File: config.mk
export PLATFORM = sky130hd
export DESIGN_NAME = mux_pixel_unpack
export DESIGN_NICKNAME = d
export VERILOG_FILES = /design/src/rtl/pdm_pkg.sv /design/src/rtl/pdm_phase.sv /design/src/rtl/pdm_halves.sv /design/src/rtl/pdm_pack.sv /design/src/rtl/mux_pixel_unpack.sv
export SDC_FILE = /design/constraint.sdc
export NUM_CORES = 1
export LEC_CHECK = 0
export BUFFER_PORTS_ARGS = -buffer_cell sky130_fd_sc_hd__buf_2
export CORE_MARGIN = 8
export CORE_UTILIZATION = 40
export CTS_BUF_LIST = sky130_fd_sc_hd__clkbuf_4 sky130_fd_sc_hd__clkbuf_8
export CTS_CLUSTER_DIAMETER = 100
export DETAILED_ROUTE_END_ITERATION = 10
export GPL_TIMING_DRIVEN = 0
export HOLD_SLACK_MARGIN = 0.08
export PLACE_DENSITY = 0.71
export SLEW_MARGIN = 40
export SYNTH_ARGS = -nofsm -noshare
export SYNTH_HDL_FRONTEND = slang
export SYNTH_SLANG_ARGS = --single-unit
File: constraint.sdc
create_clock -name clk -period 2.41 [get_ports clk]
set_input_delay 0.3615 -clock clk [delete_from_list [all_inputs] [get_ports clk]]
set_output_delay 0.3615 -clock clk [all_outputs]
set_load 0.02 [all_outputs]
File: src/rtl/pdm_pkg.sv
package pdm_pkg;
  localparam int HALF_W = 12;
  localparam int PIX_W  = 24;
  localparam int FMT_W  = 2;

  typedef enum logic [FMT_W-1:0] {
    FMT_RGB16 = 2'd0,
    FMT_RGB15 = 2'd1,
    FMT_YCC   = 2'd2,
    FMT_RSVD  = 2'd3
  } fmt_e;
endpackage

File: src/rtl/pdm_phase.sv
// Line-start detection and half-word phase tracking.
module pdm_phase (
  input  logic clk,
  input  logic rst,
  input  logic hsync,
  input  logic rate_1x,
  output logic line_start,
  output logic take_first,
  output logic complete
);
  logic hs_d;
  logic second;   // 1: next rising-edge word is a second half

  assign line_start = hsync & ~hs_d;
  assign take_first = ~line_start & ~rate_1x & ~second;
  assign complete   = ~line_start & (rate_1x | second);

  always_ff @(posedge clk) begin
    if (rst) begin
      hs_d   <= 1'b0;
      second <= 1'b0;
    end else begin
      hs_d <= hsync;
      if (line_start || rate_1x) second <= 1'b0;
      else                       second <= ~second;
    end
  end
endmodule

File: src/rtl/pdm_halves.sv
// Holds the first half and selects both halves for the completing edge.
module pdm_halves #(
  parameter int  W          = 12,
  parameter bit  SUPPORT_1X = 1'b1
) (
  input  logic         clk,
  input  logic         rst,
  input  logic         rate_1x,
  input  logic         clk_inv,
  input  logic         take_first,
  input  logic [W-1:0] din,
  output logic [W-1:0] half_a,
  output logic [W-1:0] half_b
);
  logic [W-1:0] rise_q;

  generate
    if (SUPPORT_1X) begin : g_ddr
      logic [W-1:0] fall_q;

      always_ff @(posedge clk) begin
        if (rst)                        rise_q <= '0;
        else if (take_first || rate_1x) rise_q <= din;
      end

      always_ff @(negedge clk) begin
        if (rst) fall_q <= '0;
        else     fall_q <= din;
      end

      always_comb begin
        if (!rate_1x) begin
          half_a = rise_q;
          half_b = din;
        end else if (clk_inv) begin
          half_a = rise_q;
          half_b = fall_q;
        end else begin
          half_a = fall_q;
          half_b = din;
        end
      end
    end else begin : g_sdr
      logic unused_mode;
      assign unused_mode = rate_1x ^ clk_inv;

      always_ff @(posedge clk) begin
        if (rst)             rise_q <= '0;
        else if (take_first) rise_q <= din;
      end

      assign half_a = rise_q;
      assign half_b = din;
    end
  endgenerate
endmodule

File: src/rtl/pdm_pack.sv
// Format-dependent bit placement of the two halves.
module pdm_pack
  import pdm_pkg::*;
(
  input  logic [FMT_W-1:0]  fmt,
  input  logic [HALF_W-1:0] a,
  input  logic [HALF_W-1:0] b,
  output logic [PIX_W-1:0]  pix
);
  logic unused_bits;
  assign unused_bits = ^a[3:0] ^ ^b[3:0];

  always_comb begin
    pix = '0;
    case (fmt_e'(fmt))
      FMT_RGB16: begin
        pix[23:19] = b[11:7];
        pix[15:10] = {b[6:4], a[11:9]};
        pix[7:3]   = a[8:4];
      end
      FMT_RGB15: begin
        pix[23:19] = b[10:6];
        pix[15:11] = {b[5:4], a[11:9]};
        pix[7:3]   = a[8:4];
      end
      FMT_YCC: begin
        pix[23:16] = b[7:0];
        pix[15:8]  = a[7:0];
      end
      default: pix = '0;
    endcase
  end
endmodule

File: src/rtl/mux_pixel_unpack.sv
module mux_pixel_unpack
  import pdm_pkg::*;
#(
  parameter bit SUPPORT_1X = 1'b1
) (
  input  logic                 clk,
  input  logic                 rst,
  input  logic                 rate_1x,
  input  logic                 clk_inv,
  input  logic [FMT_W-1:0]     fmt,
  input  logic                 hsync,
  input  logic [HALF_W-1:0]    din,
  output logic [PIX_W-1:0]     pix,
  output logic                 pix_valid,
  output logic                 chroma_cr
);
  logic              line_start, take_first, complete;
  logic [HALF_W-1:0] half_a, half_b;
  logic [PIX_W-1:0]  packed_pix;
  logic              next_cr;

  pdm_phase u_phase (
    .clk        (clk),
    .rst        (rst),
    .hsync      (hsync),
    .rate_1x    (rate_1x),
    .line_start (line_start),
    .take_first (take_first),
    .complete   (complete)
  );

  pdm_halves #(.W(HALF_W), .SUPPORT_1X(SUPPORT_1X)) u_halves (
    .clk        (clk),
    .rst        (rst),
    .rate_1x    (rate_1x),
    .clk_inv    (clk_inv),
    .take_first (take_first),
    .din        (din),
    .half_a     (half_a),
    .half_b     (half_b)
  );

  pdm_pack u_pack (
    .fmt (fmt),
    .a   (half_a),
    .b   (half_b),
    .pix (packed_pix)
  );

  always_ff @(posedge clk) begin
    if (rst) begin
      pix       <= '0;
      pix_valid <= 1'b0;
      chroma_cr <= 1'b0;
      next_cr   <= 1'b0;
    end else begin
      pix_valid <= complete;
      if (line_start) next_cr <= 1'b0;
      if (complete) begin
        pix       <= packed_pix;
        chroma_cr <= next_cr;
        next_cr   <= ~next_cr;
      end
    end
  end
endmodule

==> results.toml <==
[run_status]
status = "complete, no violations"

[floorplan]
start_util_pct = 41.4
rows = 27
core-area_mm2 = 0.00554
die-area_mm2 = 0.00842
io_pins = 45
die_h_um = 91.8
die_w_um = 91.8

[worst_setup_path]
slowest_stage = "dfxtp_1"
path_buf_inv = 0
critical_path.endpoint = "pix[19]"
cp.required_ns = 2.58
reg2reg_slack_ns = 0.07
reg2reg_depth = 3
worst-path-stages = 3
end_kind = "register"
crit_path_max_fanout = 3
timing_worst_setup_path_type = "reg -> reg"
cp.arrival_ns = 2.51
cpLargestDelayFamily = "compound AO/OA/AOI/OAI gates"
critPathMaxStageDelay_ns = 0.30
start_kind = "register"
reg2reg_to = "pix[19]"
r2r_start = "u_halves.g_ddr.fall_q[6]"
path_cells = "mux2_2 -> a22oi_1 -> a211oi_2"
crit_start = "u_halves.g_ddr.fall_q[6]"

[drt]
drc = 0
via_per_inst = 5.15
drt-pass1-iter-count = 4
routed_wl_um = 5580
drtIter0Drc = 124
antenna_left = 0
post_drt_wl_per_cell_um = 15.9
vias = 1801

[sta]
finalHoldViolCount = 0
maxSlewViolCount = 0
maxSlewHeadroom_pct = 45.1
fin_setup_tns_ns = 0
rsz0062_at_grt = "no"
tightest_slew_ns = 0.817
setup_viol = 0
skew_ns = 0.0601
fin_ws_ns = 0.0710

[clock_network]
cts.sinks = 50
clk_pin_slew_ns = 0.09
root_buffer = "clkbuf_8"
post-cts-setup-buffers = 0
cts_buffer_depth = 2
clk_latency_ns = 0.37
postCtsHoldBufs = 0
cts.repair.resized = 0
numCtsBuffers = 5
htree_levels = 2
tritoncts = "built"

[power_and_ir_drop]
leakagePower_uw = 0.00125
peakVddDrop_v = 0.000486
power_density_mw_per_mm2 = 651
power_uw = 1780

[synth]
yosys.area.top_type = "dfxtp_1"
yosysSeqAreaShare_pct = 43.6
synth.top_cell.area_share_pct = 43.6
avgSynthCellArea_um2 = 10.6
netlist_top_cells_area = "dfxtp_1 44%, mux2i_1 11%, a211oi_2 5.4%, a22oi_1 5.2%, nor2_1 4.4%"
ys_ff_latch = 50
synth_cells = 217
synth_area_mm2 = 0.00230
synth_warnings = 0
synthDistinctLibCells = 36

[final_layout]
final_cell_mix = "50 x dfxtp_1, 43 x buf_2, 27 x nor2_1"
fin_nets = 296
antenna_cells = 0
drive_above_1_share_pct = 30.6
final_area_mm2 = 0.00273
finalNonFillerCells = 350
final_common_cell = "dfxtp_1"
area_growth_pct = 18.9

[placed_design]
placed_area_mm2 = 0.00259
port_buffers = 40
place_congestion = 0.818
place_inst = 331
place_ws_ns = -0.116
dp_hpwl_um = 4250

[global_route]
grt_first_pass_wirelength_um = 9180
grtUsageTotal_pct = 13.5
grt_pass1_vias = 1859
grt-ovfl-total = 0
grt_start_max_net_pins = 17
grt_antenna_before_repair = 0

[min_path]
min_from = "hsync"
hold_class = "in -> reg"

[job]
cap_violations = 0
[report_power, final]
group / leakage [µW] / switching, µW / internal (µW)
Sequential: 0.000411 / 21.0 / 868
Clock: 0.000113 / 341 / 248
Combinational: 0.000727 / 169 / 130
[how the worst min path moves through the flow]
stage | to | slack [ns] | cells after the start
after floorplan | u_halves.rise_q[3] | 0.45 | 2
after global placement | pix[17] | 0.47 | 2
after detailed placement | pix[18] | 0.48 | 2
after CTS | u_phase.hs_d | 0.29 | 2
after global routing | u_halves.rise_q[0] | 0.32 | 3
final | u_phase.hs_d | 0.29 | 2
[final cells by class]
class	instances	area [µm²]
Sequential cell	50	1000
Clock inverter	14	62.6
Buffer	18	125
Multi-Input combinational cell	150	1170
Timing Repair Buffer	40	200
Clock buffer	6	76.3
Fill cell	551	2810
Tap cell	72	90.1
[synthesized netlist by cell type (all sizes together)]
cell,count
o21a,1
nor2,27
clkbuf,6
buf,12
a211oi,11
nor2b,14
conb,1
xnor2,1
dfxtp,50
o2bb2ai,1
o21bai,1
o22a,4
inv,1
nand3,1
a21oi,11
and2b,3
nand2,2
a2bb2oi,9
mux2i,25
or2,2
nor3,3
a22oi,17
nand2b,2
mux2,12
[metrics by stage]
step	hold slack [ns]	utilization (%)
6_report	0.293	49.3
5_1_grt	0.324	49.3
4_1_cts	0.290	49.3
3_5_place_dp	0.477	46.8
3_3_place_gp	0.469	46.8
2_1_floorplan	0.453	-
[worst reg2reg max path: stages (launching register included)]
cell      delay [ns]
dfxtp_1         0.30
mux2_2          0.30
a22oi_1         0.24
a211oi_2        0.10
[registers in the layout (all words and copies together), names as in the netlist]
signal and flops:
chroma_cr 1, next_cr 1, pix 21, pix_valid 1, u_halves.g_ddr.fall_q 12, u_halves.rise_q 12
u_phase.hs_d 1, u_phase.second 1
[per-layer routing]
metal,track usage [%],routed length (µm),vias up
li1,-,-,891
met1,17.6,2840,859
met5,0,0,-
met3,3.02,224,7
met4,5.23,85,0
met2,21.2,2430,44
[kinds of logic (layout without fill, tap and decap cells)]
logic type	Yosys count	count (layout)	share of synthesized area, %
compound gates	55	55	20.7
buf+inv	19	78	5.61
xor+xnor	1	1	0.382
mux	37	37	17.4
other cells	1	3	0.163
flops	50	50	43.6
simple gates	54	54	12.2
Note: power is estimated with default switching activity, not from simulation.
